`src/rtl/cla_pkg.sv`:
```
// Package: cla_pkg
// Shared constants for the lookahead network.
// Assumes: one lookahead span never exceeds the gate fan-in budget.
package cla_pkg;
    // Largest number of inputs a single AND or OR gate may take.
    localparam int unsigned CLA_FANIN = 4;
    // Lanes per lookahead span; a span of N lanes needs N+1 product terms
    // for its flat carry-out, so the carry-out is routed via group flags.
    localparam int unsigned CLA_LANES = CLA_FANIN;
endpackage

```
`src/rtl/cla_sop_chain.sv`:
```
// Module: cla_sop_chain
// Forms the carry leaving a span of SPAN lanes as one flat sum of products:
// each lane's generate ANDed with every propagate above it, plus the seed
// carry ANDed with all propagates. Two gate levels, no feedback.
// Assumes: SPAN + 1 <= fan-in budget, so every AND and the OR stay legal.
module cla_sop_chain #(
    parameter int unsigned SPAN = 4
) (
    input  logic [SPAN-1:0] prop,
    input  logic [SPAN-1:0] gen,
    input  logic            seed,
    output logic            chain_out
);
    localparam int unsigned TERMS = SPAN + 1;

    logic [TERMS-1:0] term;

    // One product term per lane: the lane's generate, masked by all higher propagates.
    generate
        for (genvar j = 0; j < SPAN; j++) begin : g_term
            if (j == SPAN - 1) begin : g_top
                assign term[j] = gen[j];
            end else begin : g_masked
                assign term[j] = gen[j] & (&prop[SPAN-1:j+1]);
            end
        end
    endgenerate

    // Seed term: the incoming carry survives only if every lane propagates.
    assign term[SPAN] = seed & (&prop);

    // Second level: OR of all product terms.
    assign chain_out = |term;
endmodule

```
`src/rtl/cla_group_reduce.sv`:
```
// Module: cla_group_reduce
// Collapses LANES propagate/generate pairs into one group pair that an
// upper lookahead tier treats exactly like a single lane's pair.
// Assumes: LANES <= fan-in budget; the group generate must not see any carry.
module cla_group_reduce #(
    parameter int unsigned LANES = cla_pkg::CLA_LANES
) (
    input  logic [LANES-1:0] prop,
    input  logic [LANES-1:0] gen,
    output logic             grp_prop,
    output logic             grp_gen
);
    // Group propagate: a carry crosses the span only if every lane passes it.
    assign grp_prop = &prop;

    // Group generate: same flat network as a carry, with the seed tied low.
    cla_sop_chain #(
        .SPAN (LANES)
    ) u_gen_chain (
        .prop      (prop),
        .gen       (gen),
        .seed      (1'b0),
        .chain_out (grp_gen)
    );
endmodule

```
`src/rtl/cla4_lookahead.sv`:
```
// Module: cla4_lookahead
// Lookahead unit for one four-lane span. It produces the carries into
// lanes 1..LANES-1 in parallel, the group propagate/generate pair, and a
// carry-out built from the group pair. Fed with group pairs instead of lane
// pairs, the same module acts as the upper tier and yields seed carries.
// Assumes: purely combinational use, no clock or reset; LANES <= fan-in budget.
module cla4_lookahead #(
    parameter int unsigned LANES = cla_pkg::CLA_LANES
) (
    input  logic [LANES-1:0] lane_prop,
    input  logic [LANES-1:0] lane_gen,
    input  logic             carry_in,
    output logic [LANES-2:0] carry_mid,
    output logic             grp_prop,
    output logic             grp_gen,
    output logic             carry_out
);
    // Internal carries: carry into lane k is a flat network over lanes 0..k-1.
    generate
        for (genvar k = 1; k < LANES; k++) begin : g_carry
            cla_sop_chain #(
                .SPAN (k)
            ) u_chain (
                .prop      (lane_prop[k-1:0]),
                .gen       (lane_gen[k-1:0]),
                .seed      (carry_in),
                .chain_out (carry_mid[k-1])
            );
        end
    endgenerate

    // Group pair for the next tier up.
    cla_group_reduce #(
        .LANES (LANES)
    ) u_group (
        .prop     (lane_prop),
        .gen      (lane_gen),
        .grp_prop (grp_prop),
        .grp_gen  (grp_gen)
    );

    // Carry-out through the group pair: two-input gates, within budget.
    assign carry_out = grp_gen | (grp_prop & carry_in);
endmodule

```
`config.mk`:
```
export PLATFORM = sky130hd
export DESIGN_NAME = cla4_lookahead
export DESIGN_NICKNAME = d
export VERILOG_FILES = /design/src/rtl/cla_pkg.sv /design/src/rtl/cla_sop_chain.sv /design/src/rtl/cla_group_reduce.sv /design/src/rtl/cla4_lookahead.sv
export SDC_FILE = /design/constraint.sdc
export NUM_CORES = 1
export LEC_CHECK = 0
export BUFFER_PORTS_ARGS = -buffer_cell sky130_fd_sc_hd__buf_2
export CORE_AREA = 2 2 39 41
export DETAILED_ROUTE_END_ITERATION = 10
export DIE_AREA = 0 0 41 43
export MAX_ROUTING_LAYER = met4
export PLACE_DENSITY = 0.35
export REMOVE_ABC_BUFFERS = 1
export SLEW_MARGIN = 20
export SYNTH_ARGS = -nofsm -noshare
export SYNTH_HDL_FRONTEND = slang
export SYNTH_SLANG_ARGS = --single-unit
```
`constraint.sdc`:
```
create_clock -name vclk -period 0.8
set_clock_uncertainty 0.2 [all_clocks]
set_input_delay 0.04 -clock vclk [all_inputs]
set_output_delay 0.04 -clock vclk [all_outputs]
set_load 0.05 [all_outputs]
```
==> results by group, run 1 <==
Status
  • Status: finished with violations
  • Violated checks: setup timing

Power
  • Gate power share: 100.0%
  • Switching share of power: 56.16%
  • Peak VDD IR: 0.1806 mV
  • Total power: 214.5 uW
  • NetSw: 120.5 uW
  • Clock group share of total power: 0%
  • Pleak: 0.1277 nW
  • Cell Int Power: between 90 and 100 uW
  • Sequential power share: 0%
  • Pwr/cell area: 755.2 nW/um^2

STA
  • Highest clock rate: 1.118 GHz
  • # setup viols final: 4
  • Slew @ Worst Pin: 0.1775 ns
  • Setup TNS Final: -0.2646 ns
  • Final period utilization: 111.8%
  • Worst slew margin: 88.12%
  • Final Hold Vio Count: 0
  • WHS: 0.2292 ns
  • Final WS setup: -0.09409 ns
  • RSZ-0062 raised after global routing: true
  • Slew Viols, Final: 0
  • Crit path time final: 0.8941 ns

Place
  • Port bufs: 15
  • Setup slack at placement: -0.2082 ns
  • GPL Wtd Cong: 0.4782
  • Post-place instance area: 185.2 sq um
  • Post-detailed-placement half-perimeter wirelength: 310.4 um
  • Dpl cells: 47

Synth
  • Seq/Total Area, Yosys: 0%
  • Post-Synthesis Cell Area: 97.59 sq um
  • Synthesized netlist cell count: 17
  • Synth cell types: 12
  • YS warnings: 0
  • Mean post-synth cell area: 5.741 sq um

Cells and area
  • Syn-to-layout area delta: 191.0%
  • Fill count: 156
  • Clock buffers: 0
  • Share of layout cells above drive strength 1: 67.74%
  • Fin area: 284.0 sq um
  • Sequential Area: 0 sq um
  • Finished Layout Cells: 47
  • Final nets: 42
  • Ant diodes: 0
  • Post-layout util: 20.52%
  • FF+latch count: 0

Setup path
  • CP startpoint: carry_in
  • CP peak stage delay: 0.17 ns
  • Worst path arrival time: 0.65 ns
  • Setup crit end: carry_mid[1]
  • CP Cell Sequence: buf_6 -> a21oi_4 -> inv_2 -> a21o_1 -> buf_6
  • Most frequent CP cell: buf_6
  • Critical path class: primary input to output port
  • Cell family with most CP delay: compound AO/OA/AOI/OAI gates
  • Critical Path Sink Type: output port
  • CP max-delay cell: a21oi_4
  • WP data required: between 0.5 and 0.6 ns
  • Bufs and invs on worst path: 3
  • CP Depth: 5
  • CP startpoint kind: primary input
  • Crit-path max FO: 3

GRT
  • Largest net degree at the start of global routing: 6
  • GRT Overall Usage: 3.378%
  • First-pass GRT wire length: 441 um
  • Initial antenna violation count: 0
  • GR Overflow Total: 0
  • Vias in the first global route: 122

Floorplanning
  • Die ar.: 1763 sq um
  • Chip width: 41 um
  • Std cell rows: 14
  • Core region area: around 1400 sq um
  • # IOs: 15
  • Initial Util: 7.052%
  • Die Span Y: 43 um

Routing
  • Vias per cell: around 3.4
  • DRT antenna net count: 0
  • Residual DRC: 0
  • Drt wl/cell: between 8 and 9 um
  • Iteration-0 DRC Markers: 1
  • Detailed Route WL: 383 um
  • Via count: 161
  • First-pass DRT Iterations: 2

Job
  • Maxcap violations: 0

Min path
  • HP Class: primary input to output port

Clock tree
  • Post-CTS Setup Bufs: 0
  • Cts hold-fix bufs: 0
cell type report:
class	count	area [sq um]	share of cell area, %
Multi-Input combinational cell	12	91.34	32.16
Inverter	2	7.507	2.643
Timing Repair Buffer	17	165.2	58.15
Tap cell	16	20.02	7.048
cells by family after synthesis:
logic type	Yosys count	synth area share (%)
and+or+nand+nor	6	29.48
AOI/OAI and AO/OA	6	39.75
buffers and inverters	5	30.76
placed cells by master (no fill, tap or decap), types with 2 or more instances in the layout:
cell	count
buf_8	2
buf_4	4
nand3_1	2
buf_2	3
buf_6	8
cells in the mapped netlist, drive strengths merged:
master | n | area, sq um
nor2 | 1 | 3.750
nand4 | 1 | 6.260
a21oi | 3 | 18.77
nand3 | 3 | 15.01
inv | 2 | 7.500
buf | 3 | 22.52
nand2 | 1 | 3.750
o211ai | 1 | 7.510
o21ai | 1 | 5.000
a21o | 1 | 7.510
power by group through the flow:
stage                     clock (mW)  sequential (mW)  combinational [mW]
final                              0                0               0.215
after global placement             0                0               0.158
after floorplan                    0                0              0.0953
after CTS                          0                0               0.209
after detailed placement           0                0               0.157
after global routing               0                0               0.225
timing repair:
action,CTS,global route
pin swaps,7,1
endpoints found under the setup margin,6,6
gates resized for setup,23,4
how the worst min path moves through the flow:
stage               depth (start not counted)           end  slack [ns]          from
floorplan                                   2  carry_mid[0]        0.09   lane_gen[0]
global placement                            4      grp_prop        0.26  lane_prop[0]
detailed placement                          4      grp_prop        0.26  lane_prop[0]
CTS                                         3  carry_mid[1]        0.23   lane_gen[1]
global route                                4      grp_prop        0.25  lane_prop[0]
finish                                      3  carry_mid[1]        0.23   lane_gen[1]
worst min-delay path, cell delays in order:
cell and delay, ns:
buf_2 0.10, a21o_1 0.09, buf_6 0.15
routing by layer:
metal | share of wire [%] | global-route usage [%] | vias up | wire length [um]
met1 | 46 | 5.063 | 62 | 178
met5 | 0 | - | - | 0
met2 | 33 | 5.313 | 13 | 128
met3 | 20 | 0 | 0 | 76
li1 | - | - | 86 | -
met4 | 0 | 0 | 0 | 0
(Power assumes the default switching activity.)
==> run 2, diff against run 1 <==
--- a/config.mk
+++ b/config.mk
@@ -10,7 +10,7 @@
 export DETAILED_ROUTE_END_ITERATION = 10
 export DIE_AREA = 0 0 41 43
 export MAX_ROUTING_LAYER = met4
-export PLACE_DENSITY = 0.35
+export PLACE_DENSITY_LB_ADDON = 0.2
 export REMOVE_ABC_BUFFERS = 1
 export SLEW_MARGIN = 20
 export SYNTH_ARGS = -nofsm -noshare
==> results by group, run 2 (synthesized netlist as in run 1, its figures left out) <==
Status
  • Status: finished with violations
  • Violated checks: setup timing

Job
  • Maxcap violations: 0

Place
  • Post-detailed-placement half-perimeter wirelength: 391.4 um
  • Setup slack at placement: -0.2121 ns
  • Post-place instance area: between 150 and 200 sq um
  • Dpl cells: 47
  • GPL Wtd Cong: 0.6815
  • Port bufs: 15

STA
  • WHS: 0.2217 ns
  • Final WS setup: -0.09412 ns
  • Slew @ Worst Pin: 0.1971 ns
  • Final Hold Vio Count: 0
  • Worst slew margin: 86.72%
  • Highest clock rate: around 1.1 GHz
  • Slew Viols, Final: 0
  • Setup TNS Final: -0.2600 ns
  • Final period utilization: 111.8%
  • RSZ-0062 raised after global routing: true
  • Crit path time final: 0.8941 ns
  • # setup viols final: 4

Cells and area
  • Sequential Area: 0 sq um
  • Ant diodes: 0
  • Finished Layout Cells: 47
  • Syn-to-layout area delta: 184.6%
  • FF+latch count: 0
  • Final nets: 42
  • Share of layout cells above drive strength 1: 70.97%
  • Most common cell after layout, fill and taps aside: buf_6
  • Clock buffers: 0
  • Fin area: 277.8 sq um
  • Post-layout util: between 20% and 30%
  • Commonest non-fill, non-tap cells in the layout: buf_6 (9), buf_4 (4), buf_2 (3)

Min path
  • HP Start: lane_gen[3]
  • HP Class: primary input to output port

Setup path
  • Critical Path Sink Type: output port
  • CP peak stage delay: 0.16 ns
  • CP startpoint: carry_in
  • Bufs and invs on worst path: 3
  • Cell family with most CP delay: compound AO/OA/AOI/OAI gates
  • CP Cell Sequence: buf_6 -> a21oi_4 -> inv_2 -> a21o_1 -> buf_6
  • CP max-delay cell: a21oi_4
  • Most frequent CP cell: buf_6
  • Crit-path max FO: 3
  • CP startpoint kind: primary input
  • WP data required: 0.56 ns
  • Critical path class: primary input to output port
  • Worst path arrival time: about 0.65 ns

Routing
  • Residual DRC: 0
  • Via count: 170
  • DRT antenna net count: 0
  • Detailed Route WL: roughly 470 um
  • Iteration-0 DRC Markers: 1
  • Drt wl/cell: around 10 um
  • First-pass DRT Iterations: 2
  • Vias per cell: 3.617

Floorplanning
  • Std cell rows: 14
  • # IOs: 15
  • Chip width: 41 um
  • Die Span Y: 43 um
  • Initial Util: 7.052%
  • Die ar.: 1763 sq um
  • Core region area: 1384 sq um

Power
  • Pwr/cell area: 766.8 nW/um^2
  • Total power: between 200 and 250 uW
  • Pleak: ~0.13 nW
  • Peak VDD IR: 0.3136 mV

GRT
  • First-pass GRT wire length: between 700 and 800 um
  • Largest net degree at the start of global routing: 6
  • GR Overflow Total: 0
  • GRT Overall Usage: 5.834%
  • Initial antenna violation count: 0
  • Vias in the first global route: 186

Clock tree
  • Cts hold-fix bufs: 0
  • Post-CTS Setup Bufs: 0
-- run 2: tightest hold or removal path, delay by kind of cell --
| family | cells | cell delay (ns) |
|---|---|---|
| compound gates | 1 | 0.04 |
| simple gates | 1 | 0.05 |
| buf+inv | 2 | 0.25 |
-- run 2: repair_timing --
action / 4_1_cts / 5_1_grt
setup endpoints to repair: 6 / 6
resized for setup: 21 / 3
endpoints found under the hold margin: 0 / 0
pin swaps: 6 / 0
-- run 2: layer usage --
layer / track usage, % / vias up / routed length [um] / part of all wire, %
met3: 2.094 / 0 / 96 / 20
met2: 6.875 / 15 / 132 / 28
met5: - / - / 0 / 0
met4: 0 / 0 / 0 / 0
li1: - / 86 / - / -
met1: 9.810 / 69 / 243 / 51
-- run 2: area by class of cell --
cell class | instances | area, sq um
well taps | 16 | 20.02
inverters | 2 | 7.507
multi-input cells | 12 | 96.34
fillers | 161 | 1106
repair buffers | 17 | 153.9
-- run 2: report_power, final --
| part | internal, mW | switching [mW] | total [mW] |
|---|---|---|---|
| logic | 0.0898 | 0.123 | 0.213 |
| clock network | 0 | 0 | 0 |
| registers | 0 | 0 | 0 |
| total | 0.0898 | 0.123 | 0.213 |
-- run 2: final timing paths --
kind	depth (start not counted)	slack [ns]	to
worst max-delay path	5	-0.09	carry_mid[1]
worst min-delay path	4	0.22	grp_gen
